[config.mk]
export PLATFORM = sky130hd
export DESIGN_NAME = desc_cond_eval
export DESIGN_NICKNAME = d
export VERILOG_FILES = /design/src/rtl/desc_cond_pkg.sv /design/src/rtl/desc_cond_ctrl.sv /design/src/rtl/desc_cond_dp.sv /design/src/rtl/desc_cond_eval.sv
export SDC_FILE = /design/constraint.sdc
export NUM_CORES = 1
export LEC_CHECK = 0
export BUFFER_PORTS_ARGS = -buffer_cell sky130_fd_sc_hd__buf_4
export CORE_ASPECT_RATIO = 1.25
export CORE_MARGIN = 2
export CORE_UTILIZATION = 21
export CTS_CLUSTER_SIZE = 30
export DETAILED_ROUTE_END_ITERATION = 8
export PLACE_DENSITY = 0.76
export SLEW_MARGIN = 20
export SYNTH_ARGS = -nofsm -noshare
export SYNTH_HDL_FRONTEND = slang
export SYNTH_SLANG_ARGS = --single-unit
[constraint.sdc]
create_clock -name clk -period 1.5 [get_ports clk]
set_clock_uncertainty 0.2 [all_clocks]
set_input_delay 0.225 -clock clk [delete_from_list [all_inputs] [get_ports clk]]
set_output_delay 0.225 -clock clk [all_outputs]
set_load 0.03 [all_outputs]
[src/rtl/desc_cond_pkg.sv]
package desc_cond_pkg;
  localparam int CMD_W    = 16;
  localparam int STAT_W   = 8;
  localparam int SEL_W    = 32;
  localparam int MASK_LSB = 16;
  localparam int CMP_LSB  = 0;
  localparam int N_POL    = 3;          // 0 interrupt, 1 branch, 2 wait
  localparam int POL_W    = 2;

  typedef enum logic [POL_W-1:0] {
    POL_NEVER  = 2'd0,
    POL_IFSET  = 2'd1,
    POL_IFCLR  = 2'd2,
    POL_ALWAYS = 2'd3
  } policy_e;

  typedef struct packed {
    logic capture;   // sample decisions now
    logic expire;    // retire the one-cycle decision pulse
  } evalStrobes_t;

  function automatic int fieldLsb(input int idx);
    case (idx)
      0:       fieldLsb = 4;
      1:       fieldLsb = 2;
      default: fieldLsb = 0;
    endcase
  endfunction
endpackage

[src/rtl/desc_cond_ctrl.sv]
module desc_cond_ctrl
  import desc_cond_pkg::*;
(
  input  logic         clk,
  input  logic         rst_n,
  input  logic         evalStrobe,
  output evalStrobes_t strobes,
  output logic         decValid
);
  always_ff @(posedge clk) begin
    if (!rst_n) decValid <= 1'b0;
    else        decValid <= evalStrobe;
  end

  always_comb begin
    strobes.capture = evalStrobe;
    strobes.expire  = decValid && !evalStrobe;
  end
endmodule

[src/rtl/desc_cond_dp.sv]
module desc_cond_dp
  import desc_cond_pkg::*;
(
  input  logic                        clk,
  input  logic                        rst_n,
  input  evalStrobes_t                strobes,
  input  logic [CMD_W-1:0]            cmdWord,
  input  logic [STAT_W-1:0]           devStatus,
  input  logic [N_POL-1:0][SEL_W-1:0] selBus,
  output logic [N_POL-1:0]            decisions,
  output logic                        branchFlag
);
  logic [N_POL-1:0] condBit;
  logic [N_POL-1:0] decNext;

  for (genvar k = 0; k < N_POL; k++) begin : g_pol
    localparam int LSB = fieldLsb(k);
    logic [STAT_W-1:0] maskV;
    logic [STAT_W-1:0] cmpV;
    policy_e           pol;
    assign maskV = selBus[k][MASK_LSB +: STAT_W];
    assign cmpV  = selBus[k][CMP_LSB +: STAT_W];
    assign pol   = policy_e'(cmdWord[LSB +: POL_W]);
    assign condBit[k] = ((devStatus ^ cmpV) & maskV) == '0;
    always_comb begin
      case (pol)
        POL_NEVER:  decNext[k] = 1'b0;
        POL_IFSET:  decNext[k] = condBit[k];
        POL_IFCLR:  decNext[k] = !condBit[k];
        default:    decNext[k] = 1'b1;
      endcase
    end
  end

  always_ff @(posedge clk) begin
    if (!rst_n) begin
      decisions  <= '0;
      branchFlag <= 1'b0;
    end else if (strobes.capture) begin
      decisions  <= decNext;
      branchFlag <= decNext[1];
    end else if (strobes.expire) begin
      decisions  <= '0;
    end
  end
endmodule

[src/rtl/desc_cond_eval.sv]
module desc_cond_eval
  import desc_cond_pkg::*;
(
  input  logic              clk,
  input  logic              rst_n,
  input  logic              evalStrobe,
  input  logic [CMD_W-1:0]  cmdWord,
  input  logic [STAT_W-1:0] devStatus,
  input  logic [SEL_W-1:0]  intSel,
  input  logic [SEL_W-1:0]  brSel,
  input  logic [SEL_W-1:0]  waitSel,
  output logic              decValid,
  output logic              raiseIrq,
  output logic              takeBranch,
  output logic              holdWait,
  output logic              branchFlag
);
  evalStrobes_t                strobes;
  logic [N_POL-1:0]            decisions;
  logic [N_POL-1:0][SEL_W-1:0] selBus;

  assign selBus = {waitSel, brSel, intSel};

  desc_cond_ctrl u_ctrl (
    .clk(clk), .rst_n(rst_n), .evalStrobe(evalStrobe),
    .strobes(strobes), .decValid(decValid)
  );

  desc_cond_dp u_dp (
    .clk(clk), .rst_n(rst_n), .strobes(strobes), .cmdWord(cmdWord),
    .devStatus(devStatus), .selBus(selBus), .decisions(decisions),
    .branchFlag(branchFlag)
  );

  assign raiseIrq   = decisions[0];
  assign takeBranch = decisions[1];
  assign holdWait   = decisions[2];
endmodule

# Word-level counts from Yosys, hierarchy flattened
# Cells that the tools add are included.
# op_classes
n_addsub	0
bitwise	6
shift	0
n_eq_ne	6
div_mod_pow	0
n_reduce_logical	12
n_mux	5
n_lt_le_gt_ge	0
mul	0
# ops
op	count
AND 8 bit	3
logical NOT 8 bit	3
bitwise XOR 8 bit	3
one-hot mux 1 bit (3 select lines)	3
== test 2 x 1 -> 1 bit, second input constant	3
== test 2 bit, second input constant	3
logical NOT 2 bit	3
two-way mux 3 bit	2
logical NOT 1 bit	4
nonzero test 2 bit	1
logical AND 1 bit	1
# totals
reg_bits	5
word_cells	32
mem_count	0
output_inout_bits	5
ramBits	0
latchBits	0
inputBits	123
romBits	0

# Longest topological paths before layout
# depth
ltp_word	6
ltp_mapped	5
mapped_depth_nobuf	5

# Modules after synthesis
# A second synthesis with hierarchy kept.
# hier_totals
cells_unflattened	60
area_unflattened_um2	520.5
# by_module_without_submodules
module	n_inst	area_per_inst_um2	seq_area_each_um2	cells_per_inst
desc_cond_dp	1	476.7	80.1	56
desc_cond_ctrl	1	43.8	20.0	4

# Worst setup path before layout
# No wires, ideal clock.
# synth_timing
path_type	input to register
start	input brSel[6]
end	register u_dp.decisions[1]
required_time_ns	1.179
slack_ns	0.265
cell_stages	5
t_arrival_ns	0.914
setup_ns	0.121
path_cell_list	xor2_1 > a22oi_1 > nand4_1 > mux2i_1 > o21ai_1
# synth_between
elab_chain_cells	6
# synth_rtl
element	line_no	source
start: declaration	desc_cond_eval.sv:10	input logic [SEL_W-1:0] brSel,
bitwise XOR 8 bit (*)	desc_cond_dp.sv:24	assign condBit[k] = ((devStatus ^ cmpV) & maskV) == '0;
AND 8 bit (*)	desc_cond_dp.sv:24	
logical NOT 8 bit (*)	desc_cond_dp.sv:24	
logical NOT 1 bit	desc_cond_dp.sv:29	POL_IFCLR: decNext[k] = !condBit[k];
one-hot mux 1 bit (3 select lines) (*)	desc_cond_dp.sv:26	case (pol)
two-way mux 3 bit (*)	desc_cond_dp.sv:39	end else if (strobes.capture) begin
end signal: assignment	desc_cond_dp.sv:40	decisions <= decNext;
end: declaration	desc_cond_dp.sv:10	output logic [N_POL-1:0] decisions,
# Every way passes the cells marked *; elsewhere a longest branch is shown, timed or not.
# A chain may end at the register's enable or synchronous reset.

# Worst setup path after layout
# layout_timing
start	input evalStrobe
end	register u_dp.decisions[2]
# layout_between
elab_chain_cells	3
word_cells_on_any_way	4
# layout_rtl
element	line_no	source
start: declaration	desc_cond_eval.sv:6	input logic evalStrobe,
logical NOT 1 bit	desc_cond_ctrl.sv:17	strobes.expire = decValid && !evalStrobe;
logical AND 1 bit	desc_cond_ctrl.sv:17	
nonzero test 2 bit (no source line)	n/a	
# Several ways; a longest one is shown, not always the timed one.

==> summary.txt <==
Worst setup path
  – Crit end category: flop
  – Worst path slowest cell: dlygate4sd3_1
  – R2R depth: 3
  – Critical path arrival: 1.29 ns
  – CP max FO: 4
  – Worst path bufs/invs: 2
  – Worst r2r src: u_ctrl.decValid
  – Crit start category: primary input
  – Worst reg2reg setup slack: ~0.54 ns
  – CP top delay family: buffers and inverters
  – Critical-path cell list: dlygate4sd3_1 -> buf_4 -> nor3b_2 -> nand2_1 -> o21ai_0
  – Req. time, crit path: 1.47 ns
  – Critical path type: in2reg
  – Reg2reg end: u_dp.decisions[2]
  – CP peak stage delay: 0.53 ns

Clock tree
  – Clock tree buffer depth: 2
  – Clk sink count: 5
  – H-tree depth: 1
  – CTS tree: yes
  – Post CTS Setup Buffer Count: 0
  – Root buffer cell: clkbuf_4
  – Num CTS Buffers: 3
  – Clock transition at the registers of the reported paths: approximately 0.050 ns
  – Worst skew pair latency: 0.24 ns

Logic synthesis
  – Count of cell types in the netlist: 11
  – Avg Inst Size Synth: 8.63 sq um
  – Synth area leaders: xor2_1, dfxtp_1, a22oi_1, mux2i_1, nand4_1
  – Mapped cell area: ~500 sq um
  – Synthesis Warnings: 0
  – Yosys reg bits: 5
  – Share of Yosys cell area claimed by the top area cell type: 0.420
  – Syn Nets: 181
  – Cell taking the most area after synthesis: xor2_1
  – Post-synthesis cell count: 58
  – Register area share after synthesis: 0.200

GRT
  – First-pass GRT wire length: 2930 um
  – Overflow after GRT: 0
  – Antenna violations before repair: 0
  – Vias in the first global route: slightly below 800
  – All-Layer GR Usage: 0.148
  – Largest net degree at the start of global routing: 5

Hold path
  – Worst hold path type: in2reg
  – Worst min-delay path startpoint: rst_n
  – Hold Path End: u_ctrl.decValid
  – Worst hold path cell count: 3

Timing
  – Relative slew margins: 0.845
  – Final TNS setup: 0 ns
  – Worst slew pin tran: approximately 0.23 ns
  – Final Hold Viols: 0
  – RSZ-0062 raised after global routing: false
  – Final Setup Violations: 0
  – WHS: 0.0504 ns
  – Peak Freq: 757 MHz
  – Tmin final: 1.32 ns
  – Final cycle utilization of the critical path: 0.880
  – Max Transition Viols Final: 0

Placed design
  – Gpl congestion: a little over 0.8
  – Placed cell areas: 0.00107 sq mm
  – IO Port Bufs: 69
  – Post-DP HPWL: ~1800 um

Route
  – DR DRC count: 0
  – DR iter-0 viols: 9
  – Via count: 732
  – Met1 WL: 772 um
  – Routed Antenna Nets: 0
  – Max layer used: met4
  – Drt pass-1 iters: 4
  – Routed length on met3: 268 um
  – Total routed wirelength: 1980 um
  – Routed len/inst: 12.0 um
  – Metal2 WL: 929 um
  – Vias/cell: 4.44

Floorplan
  – # rows: 19
  – Die area: 0.00279 sq mm
  – Ports: 128
  – DIE WIDTH: 47.7 um
  – Die height: 58.6 um
  – Placeable Area: 0.00223 sq mm
  – Starting Density: 0.224

Pwr
  – Power, Total: 0.000589 W
  – Cell Pwr Density: 529 mW/mm^2
  – P_leak: 0.591 nW
  – Peak supply drop: 0.560 mV

Final layout
  – Most frequent cells in the layout: buf_4, xor2_1, a22oi_1, dfxtp_1, nand2_1
  – Final Core Density: 0.498
  – Area growth syn-to-layout: 123%
  – Multi-input gate area: 402 sq um
  – Share of post-route cells with drive strength above 1: 0.560
  – Finished Cell Area: 0.00111 sq mm
  – Final net count: 258
  – Layout fillers: ~220
  – ANT cells: 0
  – Commonest non-fill, non-tap cell in the layout: buf_4
  – Sequential cell area: around 100 sq um

Run
  – Max cap viols: 0

Outcome
  – Status: finished clean
cell usage after synthesis, drive strengths merged:
library cell	instances
xor2	24
a22oi	12
inv	1
nor3b	1
nand2	4
dfxtp	5
o21ai	4
mux2i	3
nand4	3
a21oi	1
worst max-delay path by stage:
stage	from	end	slack (ns)	cells past startpoint
4_1_cts	evalStrobe	u_dp.decisions[2]	0.05	5
3_5_place_dp	devStatus[0]	u_dp.decisions[2]	-0.11	7
3_3_place_gp	devStatus[0]	u_dp.branchFlag	-0.08	6
5_1_grt	devStatus[0]	u_dp.decisions[2]	0.1	7
6_report	evalStrobe	u_dp.decisions[2]	0.18	5
2_1_floorplan	brSel[6]	u_dp.decisions[1]	0.27	5
metrics by stage:
step	instances	worst slack [ns]
2_1_floorplan	58	0.265
3_3_place_gp	160	-0.0796
3_5_place_dp	160	-0.108
4_1_cts	165	0.0501
5_1_grt	165	0.0962
6_report	165	0.180
sequential cells by signal, summed over array words and instances, names as in the netlist:
register,flops
u_ctrl.decValid,1
u_dp.branchFlag,1
u_dp.decisions,3
worst register-to-register path: stages (launching register included):
cell and delay (ns):
dfxtp_1 0.32, nor3b_2 0.23, nand2_1 0.08, o21ai_0 0.07
power by group:
group	internal, W	switching, W
Combinational	0.000175	0.000110
Sequential	0.000142	0.00000501
Clock	0.000101	0.0000557
Total	0.000418	0.000171
layer usage:
| layer | vias to the layer above | track usage |
|---|---|---|
| met5 | - | 0 |
| met4 | 0 | 0.0463 |
| met3 | 2 | 0.0399 |
| met2 | 54 | 0.263 |
| met1 | 311 | 0.165 |
| li1 | 365 | - |
final cells by class:
cell class,instances,area share
timing repair buffer,72,0.488
sequential,5,0.0899
inverter,1,0.00337
multi-input combinational,52,0.361
tap,31,0.0348
clock buffer,4,0.0236
cell families after synthesis:
kind of cell / share of synthesized area
compound gates: 0.230
flops: 0.200
xor+xnor: 0.420
simple gates: 0.0825
mux: 0.0600
buf+inv: 0.00749
what timing repair did:
item | 4_1_cts | 5_1_grt
resized for setup | 0 | 1
hold buffers | 1 | 0
endpoints found under the setup margin | 0 | 1
endpoints found under the hold margin | 1 | 0
Note: power is estimated with default switching activity, not from simulation.
